[config.mk]
export PLATFORM = sky130hd
export DESIGN_NAME = stat_change_irq
export DESIGN_NICKNAME = d
export VERILOG_FILES = /design/src/rtl/stat_irq_pkg.sv /design/src/rtl/stat_irq_sync.sv /design/src/rtl/stat_irq_ctrl.sv /design/src/rtl/stat_irq_data.sv /design/src/rtl/stat_change_irq.sv
export SDC_FILE = /design/constraint.sdc
export NUM_CORES = 1
export LEC_CHECK = 0
export BUFFER_PORTS_ARGS = -buffer_cell sky130_fd_sc_hd__buf_4
export CAP_MARGIN = 20
export CORE_UTILIZATION = 31
export DETAILED_ROUTE_END_ITERATION = 7
export PLACE_DENSITY = 0.83
export SKIP_CTS_REPAIR_TIMING = 1
export SLEW_MARGIN = 20
export SYNTH_ARGS = -nofsm -noshare
export SYNTH_HDL_FRONTEND = slang
export SYNTH_SLANG_ARGS = --single-unit
[constraint.sdc]
create_clock -name clk -period 1 [get_ports clk]
set_input_delay 0.15 -clock clk [delete_from_list [all_inputs] [get_ports clk]]
set_output_delay 0.15 -clock clk [all_outputs]
set_load 0.02 [all_outputs]
[src/rtl/stat_irq_pkg.sv]
package stat_irq_pkg;
  // Number of change sources; index 0 is I/O power, index 1 is init.
  localparam int IrqCnt  = 2;
  localparam int IrqIo   = 0;
  localparam int IrqInit = 1;

  // Byte offsets of the register port
  localparam int OffState  = 'h00;
  localparam int OffEnable = 'h04;
  localparam int OffTest   = 'h08;
  localparam int OffStatus = 'h50;

  typedef enum logic [1:0] {
    RdNone,
    RdState,
    RdEnable,
    RdStatus
  } rdSel_e;

  // Strobes from control to datapath, one cycle per register write
  typedef struct packed {
    logic              wrState;
    logic              wrEnable;
    logic              wrTest;
    logic [IrqCnt-1:0] bits;
  } regStrobe_t;
endpackage

[src/rtl/stat_irq_sync.sv]
module stat_irq_sync #(
  parameter int Width  = 3,
  parameter int Stages = 2
) (
  input  logic             clk,
  input  logic             rstN,
  input  logic [Width-1:0] dIn,
  output logic [Width-1:0] dOut
);
  logic [Width-1:0] pipe [Stages];

  generate
    for (genvar s = 0; s < Stages; s++) begin : g_stage
      if (s == 0) begin : g_first
        always_ff @(posedge clk or negedge rstN) begin
          if (!rstN) pipe[s] <= '0;
          else       pipe[s] <= dIn;
        end
      end else begin : g_next
        always_ff @(posedge clk or negedge rstN) begin
          if (!rstN) pipe[s] <= '0;
          else       pipe[s] <= pipe[s-1];
        end
      end
    end
  endgenerate

  assign dOut = pipe[Stages-1];
endmodule

[src/rtl/stat_irq_ctrl.sv]
module stat_irq_ctrl
  import stat_irq_pkg::*;
#(
  parameter int AddrW = 7,
  parameter int DataW = 32
) (
  input  logic             clk,
  input  logic             rstN,
  input  logic [AddrW-1:0] regAddr,
  input  logic             regWrEn,
  input  logic [DataW-1:0] regWrData,
  output regStrobe_t       strb,
  output rdSel_e           rdSel
);
  logic hitState, hitEnable, hitTest, hitStatus;
  logic unusedWrData;

  assign hitState  = (regAddr == AddrW'(OffState));
  assign hitEnable = (regAddr == AddrW'(OffEnable));
  assign hitTest   = (regAddr == AddrW'(OffTest));
  assign hitStatus = (regAddr == AddrW'(OffStatus));

  // Only the low bits carry meaning; the rest is dropped here.
  assign unusedWrData = ^regWrData[DataW-1:IrqCnt];

  always_comb begin
    strb          = '0;
    strb.wrState  = regWrEn && hitState;
    strb.wrEnable = regWrEn && hitEnable;
    strb.wrTest   = regWrEn && hitTest;
    strb.bits     = regWrData[IrqCnt-1:0];
  end

  always_comb begin
    rdSel = RdNone;
    if (hitState)       rdSel = RdState;
    else if (hitEnable) rdSel = RdEnable;
    else if (hitStatus) rdSel = RdStatus;
  end


  ro_write_ignored_chk: assert property (@(posedge clk) disable iff (!rstN)
    (regWrEn && hitStatus) |-> !(strb.wrState || strb.wrEnable || strb.wrTest));
endmodule

[src/rtl/stat_irq_data.sv]
module stat_irq_data
  import stat_irq_pkg::*;
#(
  parameter int PowerW     = 2,
  parameter int DataW      = 32,
  parameter int SyncStages = 2
) (
  input  logic              clk,
  input  logic              rstN,
  input  logic              initDoneAsync,
  input  logic [PowerW-1:0] powerGoodAsync,
  input  regStrobe_t        strb,
  input  rdSel_e            rdSel,
  output logic [DataW-1:0]  rdData,
  output logic              irqIo,
  output logic              irqInit
);
  localparam int StatW = PowerW + 1;

  logic [StatW-1:0]  statSync, statPrev;
  logic [IrqCnt-1:0] irqState, irqEnable, chgEvent;
  logic              ioChg, initChg;

  stat_irq_sync #(.Width(StatW), .Stages(SyncStages)) sync_i (
    .clk  (clk),
    .rstN (rstN),
    .dIn  ({powerGoodAsync, initDoneAsync}),
    .dOut (statSync)
  );

  // Previous value starts at zero so a high input at release counts as a change.
  always_ff @(posedge clk or negedge rstN) begin
    if (!rstN) statPrev <= '0;
    else       statPrev <= statSync;
  end

  assign ioChg   = |(statSync[StatW-1:1] ^ statPrev[StatW-1:1]);
  assign initChg = statSync[0] ^ statPrev[0];

  always_comb begin
    chgEvent          = '0;
    chgEvent[IrqIo]   = ioChg;
    chgEvent[IrqInit] = initChg;
  end

  // Set sources override a clear in the same cycle.
  always_ff @(posedge clk or negedge rstN) begin
    if (!rstN) begin
      irqState <= '0;
    end else begin
      irqState <= (irqState & ~(strb.wrState ? strb.bits : '0))
                | chgEvent
                | (strb.wrTest ? strb.bits : '0);
    end
  end

  always_ff @(posedge clk or negedge rstN) begin
    if (!rstN)              irqEnable <= '0;
    else if (strb.wrEnable) irqEnable <= strb.bits;
  end

  assign irqIo   = irqState[IrqIo]   & irqEnable[IrqIo];
  assign irqInit = irqState[IrqInit] & irqEnable[IrqInit];

  always_comb begin
    rdData = '0;
    case (rdSel)
      RdState:  rdData[IrqCnt-1:0] = irqState;
      RdEnable: rdData[IrqCnt-1:0] = irqEnable;
      RdStatus: rdData[StatW-1:0]  = statSync;
      default:  rdData = '0;
    endcase
  end


  io_change_sets_chk: assert property (@(posedge clk) disable iff (!rstN)
    ioChg |=> irqState[IrqIo]);


  init_change_sets_chk: assert property (@(posedge clk) disable iff (!rstN)
    initChg |=> irqState[IrqInit]);


  state_hold_chk: assert property (@(posedge clk) disable iff (!rstN)
    (!strb.wrState && !strb.wrTest && !ioChg && !initChg) |=> $stable(irqState));


  clear_takes_chk: assert property (@(posedge clk) disable iff (!rstN)
    (strb.wrState && strb.bits[IrqInit] && !initChg) |=> !irqState[IrqInit]);


  enable_store_chk: assert property (@(posedge clk) disable iff (!rstN)
    strb.wrEnable |=> irqEnable == $past(strb.bits));


  test_sets_chk: assert property (@(posedge clk) disable iff (!rstN)
    (strb.wrTest && strb.bits[IrqIo]) |=> irqState[IrqIo]);


  set_beats_clear_chk: assert property (@(posedge clk) disable iff (!rstN)
    (strb.wrState && strb.bits[IrqIo] && ioChg) |=> irqState[IrqIo]);
endmodule

[src/rtl/stat_change_irq.sv]
module stat_change_irq
  import stat_irq_pkg::*;
#(
  parameter int PowerW = 2,
  parameter int AddrW  = 7,
  parameter int DataW  = 32
) (
  input  logic              clk,
  input  logic              rstN,
  input  logic              initDoneAsync,
  input  logic [PowerW-1:0] powerGoodAsync,
  input  logic [AddrW-1:0]  regAddr,
  input  logic              regWrEn,
  input  logic [DataW-1:0]  regWrData,
  output logic [DataW-1:0]  regRdData,
  output logic              irqIoChange,
  output logic              irqInitChange
);
  regStrobe_t strb;
  rdSel_e     rdSel;

  stat_irq_ctrl #(.AddrW(AddrW), .DataW(DataW)) ctrl_i (
    .clk       (clk),
    .rstN      (rstN),
    .regAddr   (regAddr),
    .regWrEn   (regWrEn),
    .regWrData (regWrData),
    .strb      (strb),
    .rdSel     (rdSel)
  );

  stat_irq_data #(.PowerW(PowerW), .DataW(DataW), .SyncStages(2)) data_i (
    .clk            (clk),
    .rstN           (rstN),
    .initDoneAsync  (initDoneAsync),
    .powerGoodAsync (powerGoodAsync),
    .strb           (strb),
    .rdSel          (rdSel),
    .rdData         (regRdData),
    .irqIo          (irqIoChange),
    .irqInit        (irqInitChange)
  );
endmodule

==> impl_metrics.env <==
export IMPL_cts_htree_levels=1
export IMPL_violations="negative setup slack"
export IMPL_slew_violations=0
export IMPL_hold_violations=0
export IMPL_endpoint_kind="primary output"
export IMPL_final_cells=140
export IMPL_drive_above_1_share=0.438
export IMPL_maxCapViolCount=0
export IMPL_drc=0
export IMPL_wire_per_inst_um=10.6
export IMPL_via_count=573
export IMPL_fin_ws_ns=-0.159
export IMPL_area_growth_pct=45.1
export IMPL_hold_path_class="in -> reg"
export IMPL_finalCritPeriodShare=1.16
export IMPL_p_leak_nw=0.561
export IMPL_routed_via_density=4.09
export IMPL_grt_usage=0.103
export IMPL_min_from="regWrData[0]"
export IMPL_synth_cells=71
export IMPL_status="finished, violations left"
export IMPL_syn_area_um2=773
export IMPL_initial_utilization=0.340
export IMPL_clk_pin_slew_ns=0.08
export IMPL_finalWorstPathRequiredPeriod_ns=1.16
export IMPL_yosysSeqAreaShare=0.421
export IMPL_core_um2=2280
export IMPL_startpoint_type="input pin"
export IMPL_grt_max_degree=14
export IMPL_crit_arrival_ns=1.01
export IMPL_yosysTopAreaCell="dfrtp_1"
export IMPL_dp_cells=122
export IMPL_synth_avg_cell_area_um2=10.9
export IMPL_rsz0062_at_grt="yes"
export IMPL_cts_sinks=13
export IMPL_clock_latency_ns=0.28
export IMPL_cts_tree="yes"
export IMPL_worstSetupPathType="in -> out"
export IMPL_antenna_violating_nets_post_route=0
export IMPL_dieArea_um2=2700
export IMPL_num_antenna_cells=0
export IMPL_cp_data_required_time_ns=0.85
export IMPL_rows=17
export IMPL_ir_worst_vdd_uv=1030
export IMPL_synthDistinctLibCells=18
export IMPL_cts_path_max_buffers=2
export IMPL_hpwl_um=1000
export IMPL_port_buffers=19
export IMPL_yosysWarnings=0
export IMPL_preCtsSetupSlack_ns=-0.322
export IMPL_root_buffer="clkbuf_4"
export IMPL_powerDensity_nw_per_um2=1070
export IMPL_cts_buffers=3
export IMPL_antenna_found_initial=0
export IMPL_die_height_um=51.9
export IMPL_nNetsFinal=158
export IMPL_synth_area_top_cells="dfrtp_1, buf_4, nand3_1"
export IMPL_finClkSkew_ns=0.00773
export IMPL_r2r_start="data_i.sync_i.dOut[2]$_DFF_PN0_"
export IMPL_p_total_mw=1.20
export IMPL_grt_ovfl_total=0
export IMPL_fill_cells=196
export IMPL_crit_path_start="regAddr[6]"
export IMPL_crit_fanout=5
export IMPL_wl_um=1490
export IMPL_ys_seq_elements=13
export IMPL_firstDrtPassIters=4
export IMPL_setup_viol=7
export IMPL_synth_top_cell_area_share=0.421
export IMPL_gp_congestion=0.684
export IMPL_grt_pass1_vias=466
export IMPL_num_io_pins=79
export IMPL_dieWidth_um=51.9
export IMPL_max_freq_mhz=863
export IMPL_grt_pass1_wl_um=2000
export IMPL_initialDrtViolationCount=18
[power breakdown]
group	switching, mW	leakage (nW)	internal (mW)
sequential	0.0167	0.150	0.550
combinational	0.178	0.397	0.129
clock	0.170	0.0150	0.155
[synth_stat cells]
library cell and number:
a221o_1 2, and2_1 2, and3_1 1, and3b_1 1
buf_4 29, conb_1 1, dfrtp_1 13, mux2_1 2
nand2_1 1, nand3_1 9, nand3b_1 1, nand4_1 2
nor3_4 1, nor4_4 1, nor4b_1 1, nor4b_2 1
xnor2_1 2, xor2_1 1
[logic make-up (layout without fill, tap and decap cells)]
logic type / Yosys count / count (layout) / share of synthesized area
muxes: 2 / 2 / 0.0291
xor gates and xnor gates: 3 / 3 / 0.0340
other: 1 / 29 / 0.00485
and+or+nand+nor: 21 / 21 / 0.204
buffers and inverters: 29 / 42 / 0.282
AOI/OAI and AO/OA: 2 / 2 / 0.0259
DFF: 13 / 13 / 0.421
[worst max-delay path: stages]
cell and delay, ns:
buf_4 0.12, nor3_4 0.27, buf_4 0.18, nand3_1 0.08
nand3_2 0.09, buf_6 0.11
[path summary, 6_finish.rpt]
check	endpoint	slack, ns	cells past startpoint
min reg2reg	data_i.sync_i.dOut[2]$_DFF_PN0_	0.34	0
min in group asynchronous	data_i.irqState[1]$_DFF_PN0_	0.24	2
max in group asynchronous	data_i.statPrev[2]$_DFF_PN0_	0.60	2
max reg2reg	data_i.irqState[0]$_DFF_PN0_	-0.11	4
max	regRdData[1]	-0.16	6
min	data_i.irqEnable[0]$_DFFE_PN0P_	0.11	2
[final cells by class]
class / count / area [um2] / area share
clock buffer: 4 / 26.3 / 0.0234
multi-input combinational: 57 / 392 / 0.349
sequential: 13 / 325 / 0.290
tap: 28 / 35.0 / 0.0312
timing repair buffer: 38 / 344 / 0.307
[per-layer routing]
metal	global-route usage	routed length, um
met1	0.121	549
met2	0.173	771
met3	0.0556	164
met4	0	0
met5	0	0
[cell usage in the layout (no fill, tap or decap)]
cell	instances
dfrtp_1	13
xor2_1	1
buf_8	2
xnor2_2	2
dlygate4sd3_1	4
nor4b_1	1
nand2_1	1
nor3_4	1
nor4_4	1
nand3_2	5
and3_4	1
clkbuf_1	1
a221o_1	2
buf_6	9
and2_1	1
mux2_1	2
nand4_1	2
nor4b_4	1
and3b_1	1
and2_4	1
clkbuf_4	3
nand3_1	4
nand3b_1	1
buf_4	23
conb_1	29
[sequential cells by signal, summed over array words and instances, names as in the netlist]
name,flops
data_i.statPrev,3
data_i.sync_i.dOut,3
data_i.sync_i.pipe,3
data_i.irqEnable,2
data_i.irqState,2
[metrics by stage]
step / instance area (um2) / util / hold WS [ns] / setup TNS [ns]
global placement: 885 / 0.389 / -0.00348 / -1.78
floorplan: 887 / - / -0.146 / -0.110
detailed placement: 885 / 0.389 / 0.00240 / -1.91
CTS: 911 / 0.400 / -0.299 / -1.16
global route: 1120 / 0.493 / 0.101 / -1.11
finish: 1120 / 0.493 / 0.112 / -0.864
Power figures use the tool's default switching activity.
